==> src/rtl/sync_start_pkg.sv <==
package sync_start_pkg;
  localparam int NCH = 4;

  typedef struct packed {
    logic           oneshot;  // bit 7
    logic           beam_en;  // bit 6
    logic           hop_en;   // bit 5
    logic           start_en; // bit 4
    logic [NCH-1:0] chan;     // bits 3..0
  } mode_t;

  // channel mask gated by an enable
  function automatic logic [NCH-1:0] gate_mask(input logic en, input logic [NCH-1:0] m);
    return en ? m : '0;
  endfunction

  // hold-off load value: never below one
  function automatic logic [31:0] load_floor(input logic [31:0] v);
    return (v < 32'd1) ? 32'd1 : v;
  endfunction

  // sleep after a wake: selected channels cleared
  function automatic logic [NCH-1:0] wake_apply(input logic [NCH-1:0] s, input logic [NCH-1:0] m);
    return s & ~m;
  endfunction
endpackage

==> src/rtl/sync_edge_det.sv <==
module sync_edge_det #(
  parameter int STAGES = 2
) (
  input  logic clk,
  input  logic rst_n,
  input  logic pin,
  output logic rise
);
  logic [STAGES:0] chain_q;

  generate
    for (genvar g = 0; g <= STAGES; g++) begin : g_stage
      if (g == 0) begin : g_first
        always_ff @(posedge clk) begin
          if (!rst_n) chain_q[0] <= 1'b0;
          else        chain_q[0] <= pin;
        end
      end else begin : g_next
        always_ff @(posedge clk) begin
          if (!rst_n) chain_q[g] <= 1'b0;
          else        chain_q[g] <= chain_q[g-1];
        end
      end
    end
  endgenerate

  assign rise = chain_q[STAGES-1] & ~chain_q[STAGES];
endmodule

==> src/rtl/mode_ctrl.sv <==
module mode_ctrl
  import sync_start_pkg::*;
(
  input  logic           clk,
  input  logic           rst_n,
  input  logic           evt,
  input  logic           mode_wr,
  input  logic [7:0]     wr_data,
  output mode_t          mode_q,
  output logic           arm,
  output logic [NCH-1:0] beam_q,
  output logic [NCH-1:0] hop_q
);
  assign arm = evt & mode_q.start_en;

  always_ff @(posedge clk) begin
    if (!rst_n) begin
      mode_q <= '0;
      beam_q <= '0;
      hop_q  <= '0;
    end else begin
      if (mode_wr)                    mode_q <= mode_t'(wr_data);
      else if (evt && mode_q.oneshot) mode_q <= '0;
      beam_q <= gate_mask(evt & mode_q.beam_en, mode_q.chan);
      hop_q  <= gate_mask(evt & mode_q.hop_en,  mode_q.chan);
    end
  end
endmodule

==> src/rtl/holdoff_counter.sv <==
module holdoff_counter
  import sync_start_pkg::*;
#(
  parameter int CNT_W = 16
) (
  input  logic             clk,
  input  logic             rst_n,
  input  logic             arm,
  input  logic [CNT_W-1:0] load_val,
  input  logic [NCH-1:0]   arm_mask,
  output logic             running,
  output logic [CNT_W-1:0] cnt,
  output logic             wake,
  output logic [NCH-1:0]   wake_mask
);
  logic [31:0] ext_val;
  assign ext_val = 32'(load_val);
  // load takes priority over a wake in the same cycle
  assign wake = running & (cnt <= CNT_W'(1)) & ~arm;

  always_ff @(posedge clk) begin
    if (!rst_n) begin
      running   <= 1'b0;
      cnt       <= '0;
      wake_mask <= '0;
    end else if (arm) begin
      running   <= 1'b1;
      cnt       <= CNT_W'(load_floor(ext_val));
      wake_mask <= arm_mask;
    end else if (wake) begin
      running <= 1'b0;
    end else if (running) begin
      cnt <= cnt - CNT_W'(1);
    end
  end
endmodule

==> src/rtl/sync_start_ctrl.sv <==
module sync_start_ctrl
  import sync_start_pkg::*;
#(
  parameter int CNT_W = 16
) (
  input  logic             clk,
  input  logic             rst_n,
  input  logic             sync_pin,
  input  logic             wr_en,
  input  logic             wr_sel,
  input  logic [7:0]       wr_data,
  input  logic [CNT_W-1:0] holdoff_val,
  output logic [3:0]       sleep,
  output logic             start_strobe,
  output logic [3:0]       beam_strobe,
  output logic [3:0]       hop_strobe
);
  logic             edge_evt;
  logic             arm_evt;
  logic             wake_evt;
  logic             cnt_running;
  logic [CNT_W-1:0] cnt_val;
  logic [NCH-1:0]   wake_sel;
  mode_t            mode_word;
  logic             mode_wr;
  logic             sleep_wr;

  assign mode_wr  = wr_en & ~wr_sel;
  assign sleep_wr = wr_en &  wr_sel;

  sync_edge_det #(.STAGES(2)) u_sync (
    .clk(clk), .rst_n(rst_n), .pin(sync_pin), .rise(edge_evt)
  );

  mode_ctrl u_mode (
    .clk(clk), .rst_n(rst_n), .evt(edge_evt), .mode_wr(mode_wr),
    .wr_data(wr_data), .mode_q(mode_word), .arm(arm_evt),
    .beam_q(beam_strobe), .hop_q(hop_strobe)
  );

  holdoff_counter #(.CNT_W(CNT_W)) u_cnt (
    .clk(clk), .rst_n(rst_n), .arm(arm_evt), .load_val(holdoff_val),
    .arm_mask(mode_word.chan), .running(cnt_running), .cnt(cnt_val),
    .wake(wake_evt), .wake_mask(wake_sel)
  );

  always_ff @(posedge clk) begin
    if (!rst_n) begin
      sleep        <= '1;
      start_strobe <= 1'b0;
    end else begin
      if (sleep_wr)      sleep <= wr_data[NCH-1:0];
      else if (wake_evt) sleep <= wake_apply(sleep, wake_sel);
      start_strobe <= wake_evt;
    end
  end
endmodule

==> config.mk <==
export PLATFORM = sky130hd
export DESIGN_NAME = sync_start_ctrl
export DESIGN_NICKNAME = d
export VERILOG_FILES = /design/src/rtl/sync_start_pkg.sv /design/src/rtl/sync_edge_det.sv /design/src/rtl/mode_ctrl.sv /design/src/rtl/holdoff_counter.sv /design/src/rtl/sync_start_ctrl.sv
export SDC_FILE = /design/constraint.sdc
export NUM_CORES = 1
export LEC_CHECK = 0
export BUFFER_PORTS_ARGS = -buffer_cell sky130_fd_sc_hd__buf_4
export CELL_PAD_IN_SITES_DETAIL_PLACEMENT = 1
export CELL_PAD_IN_SITES_GLOBAL_PLACEMENT = 2
export CORE_MARGIN = 2
export CORE_UTILIZATION = 32
export CTS_CLUSTER_SIZE = 25
export DETAILED_ROUTE_END_ITERATION = 10
export GPL_TIMING_DRIVEN = 1
export HOLD_SLACK_MARGIN = 0.06
export PLACE_DENSITY_LB_ADDON = 0.1
export SLEW_MARGIN = 20
export SYNTH_ARGS = -nofsm -noshare
export SYNTH_HDL_FRONTEND = slang
export SYNTH_HIERARCHICAL = 1
export SYNTH_SLANG_ARGS = --single-unit
export TNS_END_PERCENT = 50
==> constraint.sdc <==
create_clock -name clk -period 2.56 [get_ports clk]
set_clock_uncertainty 0.2 [all_clocks]
set_input_delay 0.256 -clock clk [delete_from_list [all_inputs] [get_ports clk]]
set_output_delay 0.256 -clock clk [all_outputs]
set_load 0.02 [all_outputs]
==> metrics.cfg, run 1 <==
[sta]
rsz0062_at_grt=no
period_minus_slack_ns=2.33
tightest_slew_ns=0.576
slew_headroom=0.613
drv_slew=0
setup_ws_ns=0.227
timing.final.crit_share=0.911
setup_viol=0
setup-tns-final_ns=0
fmax_mhz=429
hold_viol=0

[yosys]
netlist_instances=235
synth-edff-count=0
synth_area_leaders=dfxtp_1, nand2_1, and2_1
yosysUniqueCellTypes=50
avgSynthCellArea_um2=8.99
synthTopCellsByCount=dfxtp_1, nand2_1, o21ai_0
yosys_warnings=6
yosysTopAreaCellShare=0.426
synth_adder_area_share=0.0118
yosys.area.top_type=dfxtp_1
ys_seq_area_frac=0.426
synth_top_family_by_area=simple AND/OR/NAND/NOR gates
synthArstFlopShare=0
synthSimpleGateAreaFrac=0.285
synth_compound_area_frac=0.192
synth_ff_type=dfxtp_1
synth_xor_area_frac=0.0249
synth_mux_area_frac=0.0189
netlist_area_um2=2110
syn_nets=266
ys_seq_elements=45
synth_most_common_cell=dfxtp_1

[global_route]
grt_max_degree=37
grt.overflow.total=0
grtUsageTotal=0.176
grt_pass1_wl_um=10100
antenna_found_initial=0
grt_pass1_vias=2013

[clock_network]
numCtsBuffers=5
cts_tree=yes
clock_sinks=45
clkLatencyLatePin_ns=0.31
ctsResizeCount=0
cts_hold_buf=20
cts_max_level=2
cts_buffer_depth=2
cts-root-buf=clkbuf_8
clk_pin_slew_ns=0.09
cts_setup_buffers=0

[floorplanning]
die_area_um2=7270
io_pins=42
rows=29
die_x_um=85.3
coreArea_um2=6390
die_h_um=85.3
start_util=0.331

[setup_path]
cp_max_fo=5
worstSetupStartpointType=register
worstSetupPathType=register to register
critPathRequiredTime_ns=2.56
cp-end-kind=register
arrival_ns=2.33

[layout]
ff_latch_area_um2=901
nNetsFinal=328
area_growth_pct=33.0
diodes=0
drive_gt1_frac=0.218
multi_input_area_um2=1130
utilization=0.440
num-fill-cells=737

[flow_run]
max_cap_viol_count=0

[power]
p_int_mw=1.13
power_frac_seq=0.485
p_comb_frac=0.144
p_clk_frac=0.371
leakagePower_nw=1.14
vdd_drop_max_v=0.000253
powerDensity_nw_per_um2=539
p_sw_uw=384
swShare=0.253

[detailed_routing]
viasPerCell=5.15
first_pass_iters=4
wire_per_inst_um=15.6
vias=1930
drtIter0Drc=76
post-route-drc-count=0
finalWirelength_um=5870
antenna_left=0

[status]
run_status=finished, final reports clean

[placed_design]
place_congestion=0.746
dp_hpwl_um=4010
preCtsSetupSlack_ns=0.216
port_buffers=41

[worst_hold_path]
min_path_type=primary input to register

[state kept, by name, summed over array words and instances, names as in the netlist]
signal           cells
u_cnt/wake_mask      4
u_mode/hop_q         4
u_mode/beam_q        4
u_sync/chain_q       3
start_strobe         1
sleep                4
u_mode/mode_q        8
u_cnt/cnt           16
u_cnt/running        1
[layout make-up]
type / instances / share of cell area
clock buffer: 6 / 0.0258
clock inverter: 2 / 0.0138
inverter: 6 / 0.00801
multi-input combinational: 172 / 0.401
sequential: 45 / 0.321
tap: 77 / 0.0343
timing repair buffer: 67 / 0.197
[per-stage QoR]
| step | hold WS [ns] | total power [mW] | cell area, um2 | std cells |
|---|---|---|---|---|
| floorplan | 0.178 | 0.866 | 2110 | 235 |
| global placement | 0.224 | 0.945 | 2500 | 347 |
| detailed placement | 0.216 | 0.944 | 2500 | 347 |
| CTS | 0.0779 | 1.54 | 2810 | 375 |
| global route | 0.104 | 1.59 | 2810 | 375 |
| finish | 0.0807 | 1.51 | 2810 | 375 |
[power by group through the flow]
| stage | logic (mW) | registers [mW] | clock network [mW] |
|---|---|---|---|
| global route | 0.241 | 0.737 | 0.608 |
| finish | 0.218 | 0.734 | 0.562 |
| CTS | 0.219 | 0.734 | 0.582 |
| global placement | 0.194 | 0.751 | 0 |
| floorplan | 0.115 | 0.750 | 0 |
| detailed placement | 0.193 | 0.751 | 0 |
[routing by layer]
layer / vias to the layer above / global-route usage / wire length [um]
met5: - / 0 / 0
met1: 919 / 0.238 / 2940
li1: 978 / - / -
met2: 27 / 0.288 / 2690
met4: 0 / 0.0476 / 72
met3: 6 / 0.0350 / 168
[logic make-up after synthesis]
family                   Yosys count
AO/OA/AOI/OAI                     61
XOR/XNOR                           6
adder cells (fa/ha/maj)            2
buffers and inverters             18
flip-flops                        45
multiplexers                       4
AND/OR/NAND/NOR                   99
[worst max-delay path: stages (launching register included)]
cell     delay [ns]
dfxtp_1        0.32
nor2b_4        0.13
and2_1         0.16
nor4b_1        0.36
nand2_1        0.12
or3_4          0.40
inv_1          0.14
a22oi_1        0.10
a221o_1        0.30
[final timing paths]
check,from,end,slack [ns],depth (start not counted)
hold / removal,holdoff_val[10],u_cnt/cnt[10]$_SDFFE_PN0P_,0.08,3
setup / recovery,u_sync/chain_q[1]$_SDFF_PN0_,sleep[0]$_SDFFE_PN1P_,0.23,8
setup reg to reg,u_sync/chain_q[1]$_SDFF_PN0_,sleep[0]$_SDFFE_PN1P_,0.23,8
hold reg to reg,u_sync/chain_q[0]$_SDFF_PN0_,u_sync/chain_q[1]$_SDFF_PN0_,0.23,1
[layout by cell type (no fill, tap or decap), drive strengths merged, types with 6 or more instances in the layout]
master and count:
inv 6, a31oi 7, nand2 29, dlygate4sd3 20, clkbuf 6, buf 47, nor4 9, a21oi 10
nor2b 7, o21ai 15, dfxtp 45, and2 15, nand3b 7, a21boi 8
Power figures use the tool's default switching activity.
==> inputs of run 2 (changes only) <==
--- a/config.mk
+++ b/config.mk
@@ -8,7 +8,6 @@
 export BUFFER_PORTS_ARGS = -buffer_cell sky130_fd_sc_hd__buf_4
 export CELL_PAD_IN_SITES_DETAIL_PLACEMENT = 1
 export CELL_PAD_IN_SITES_GLOBAL_PLACEMENT = 2
-export CORE_MARGIN = 2
 export CORE_UTILIZATION = 32
 export CTS_CLUSTER_SIZE = 25
 export DETAILED_ROUTE_END_ITERATION = 10
==> metrics.cfg, run 2 (same netlist as run 1, synthesis figures left out) <==
[floorplanning]
die_area_um2=6930
die_x_um=83.3
start_util=0.333
io_pins=42
coreArea_um2=6350
die_h_um=83.3
rows=29

[layout]
stdcell_area_um2=2790
num-fill-cells=748
diodes=0
drive_gt1_frac=0.224
area_growth_pct=32.1
utilization=0.440
final_common_cell=buf_4
largest_register_ffs=16
reg_top3=u_cnt/cnt x16, u_mode/mode_q x8
layout_common_cells=buf_4, dfxtp_1, nand2_1
largest_register=u_cnt/cnt
nNetsFinal=329

[placed_design]
place_area_um2=2510
dp_hpwl_um=3960
port_buffers=41
place_congestion=0.743

[detailed_routing]
antenna_left=0
drtIter0Drc=135
wl_met2_um=2560
viasPerCell=5.19
wire_per_inst_um=15.4
post-route-drc-count=0
wl_met3_um=212
highest_layer=met4
vias=1951
first_pass_iters=4
met1_length_um=3000
finalWirelength_um=5810

[power]
p_sw_uw=374
power_frac_seq=0.522
leakagePower_nw=1.13
powerDensity_nw_per_um2=503
swShare=0.266
p_comb_frac=0.157
p_clk_frac=0.321
vdd_drop_max_v=0.000228
p_int_mw=1.03

[setup_path]
worstSetupPathType=register to register
cp_num_buf_inv=2
arrival_ns=2.32
path_cells=nor2b_4 > and2_1 > nor4b_1 > nand2_1 > or3_4 > inv_1 > buf_4 > a221oi_1 > o21a_1
worstSetupStartpointType=register
cp_max_fo=7
cp-end-kind=register
cp_slowest_stage_delay_ns=0.40
cp_slowest_cell=or3_4
cpLargestDelayFamily=simple AND/OR/NAND/NOR gates
critPathRequiredTime_ns=2.56

[clock_network]
numCtsBuffers=5
clkLatencyLatePin_ns=0.30
cts_buffer_depth=2
cts-root-buf=clkbuf_8
cts_tree=yes
clk_pin_slew_ns=0.09
cts_max_level=2
clock_sinks=45

[sta]
drv_slew=0
setup-tns-final_ns=0
rsz0062_at_grt=no
fmax_mhz=430
period_minus_slack_ns=2.33
slew_headroom=0.621
timing.final.crit_share=0.909
hold_viol=0
tightest_slew_ns=0.564
setup_viol=0

[global_route]
grt_pass1_wl_um=9480
grt.overflow.total=0
grt_max_degree=37
antenna_found_initial=0
grtUsageTotal=0.171
grt_pass1_vias=1924

[worst_hold_path]
min_path_type=primary input to register

[flow_run]
max_cap_viol_count=0

[status]
run_status=finished, final reports clean

## run 2: cell types whose count changed in the layout (fill, tap and decap cells not counted)
cell	before	now
bufinv_16	1	0
clkinvlp_4	0	2
dlygate4sd3_1	20	19
buf_4	47	49
clkinv_4	1	0
## run 2: stage by stage
step	worst slack, ns	std cells	total power, mW	hold WS [ns]
2_1_floorplan	0.232	235	0.866	0.178
3_3_place_gp	0.290	349	0.945	0.211
3_5_place_dp	0.260	349	0.945	0.223
4_1_cts	0.247	376	1.42	0.0651
5_1_grt	0.0755	376	1.48	0.0988
6_report	0.234	376	1.40	0.0656
## run 2: layout make-up
cell class	count	area, um2	area share
Clock buffer	6	72.6	0.0260
Clock inverter	2	15.0	0.00538
Inverter	6	22.5	0.00807
Multi-Input combinational cell	172	1130	0.403
Sequential cell	45	901	0.323
Tap cell	77	96.3	0.0345
Timing Repair Buffer	68	558	0.200
## run 2: what timing repair did
action / CTS / global route
hold endpoints to repair: 23 / 0
setup buffers: 0 / 0
resized for setup: 0 / 0
hold buffers: 19 / 0
## run 2: path summary, 6_finish.rpt
path	start	to	slack [ns]	depth (start not counted)
max	u_sync/chain_q[1]$_SDFF_PN0_	u_cnt/cnt[0]$_SDFFE_PN0P_	0.23	9
min	holdoff_val[3]	u_cnt/cnt[3]$_SDFFE_PN0P_	0.07	3
max reg2reg	u_sync/chain_q[1]$_SDFF_PN0_	u_cnt/cnt[0]$_SDFFE_PN0P_	0.23	9
min reg2reg	u_sync/chain_q[0]$_SDFF_PN0_	u_sync/chain_q[1]$_SDFF_PN0_	0.24	1
## run 2: power groups by stage
stage                     clock (mW)  sequential (mW)  combinational (mW)
after floorplan                    0            0.750               0.115
after global placement             0            0.750               0.195
after detailed placement           0            0.750               0.196
after CTS                      0.471            0.733               0.220
after global routing           0.500            0.736               0.240
final                          0.450            0.733               0.220
## run 2: per-layer routing
layer  vias up  track usage
met5         -            0
met4         0       0.0423
met3         4       0.0368
met2        40        0.276
met1       930        0.232
li1        977            -
## run 2: worst reg2reg max path, cell delays in order, from the launching register on
cell and delay, ns:
dfxtp_1 0.32, nor2b_4 0.13, and2_1 0.17, nor4b_1 0.30, nand2_1 0.11, or3_4 0.40
inv_1 0.17, buf_4 0.18, a221oi_1 0.05, o21a_1 0.19
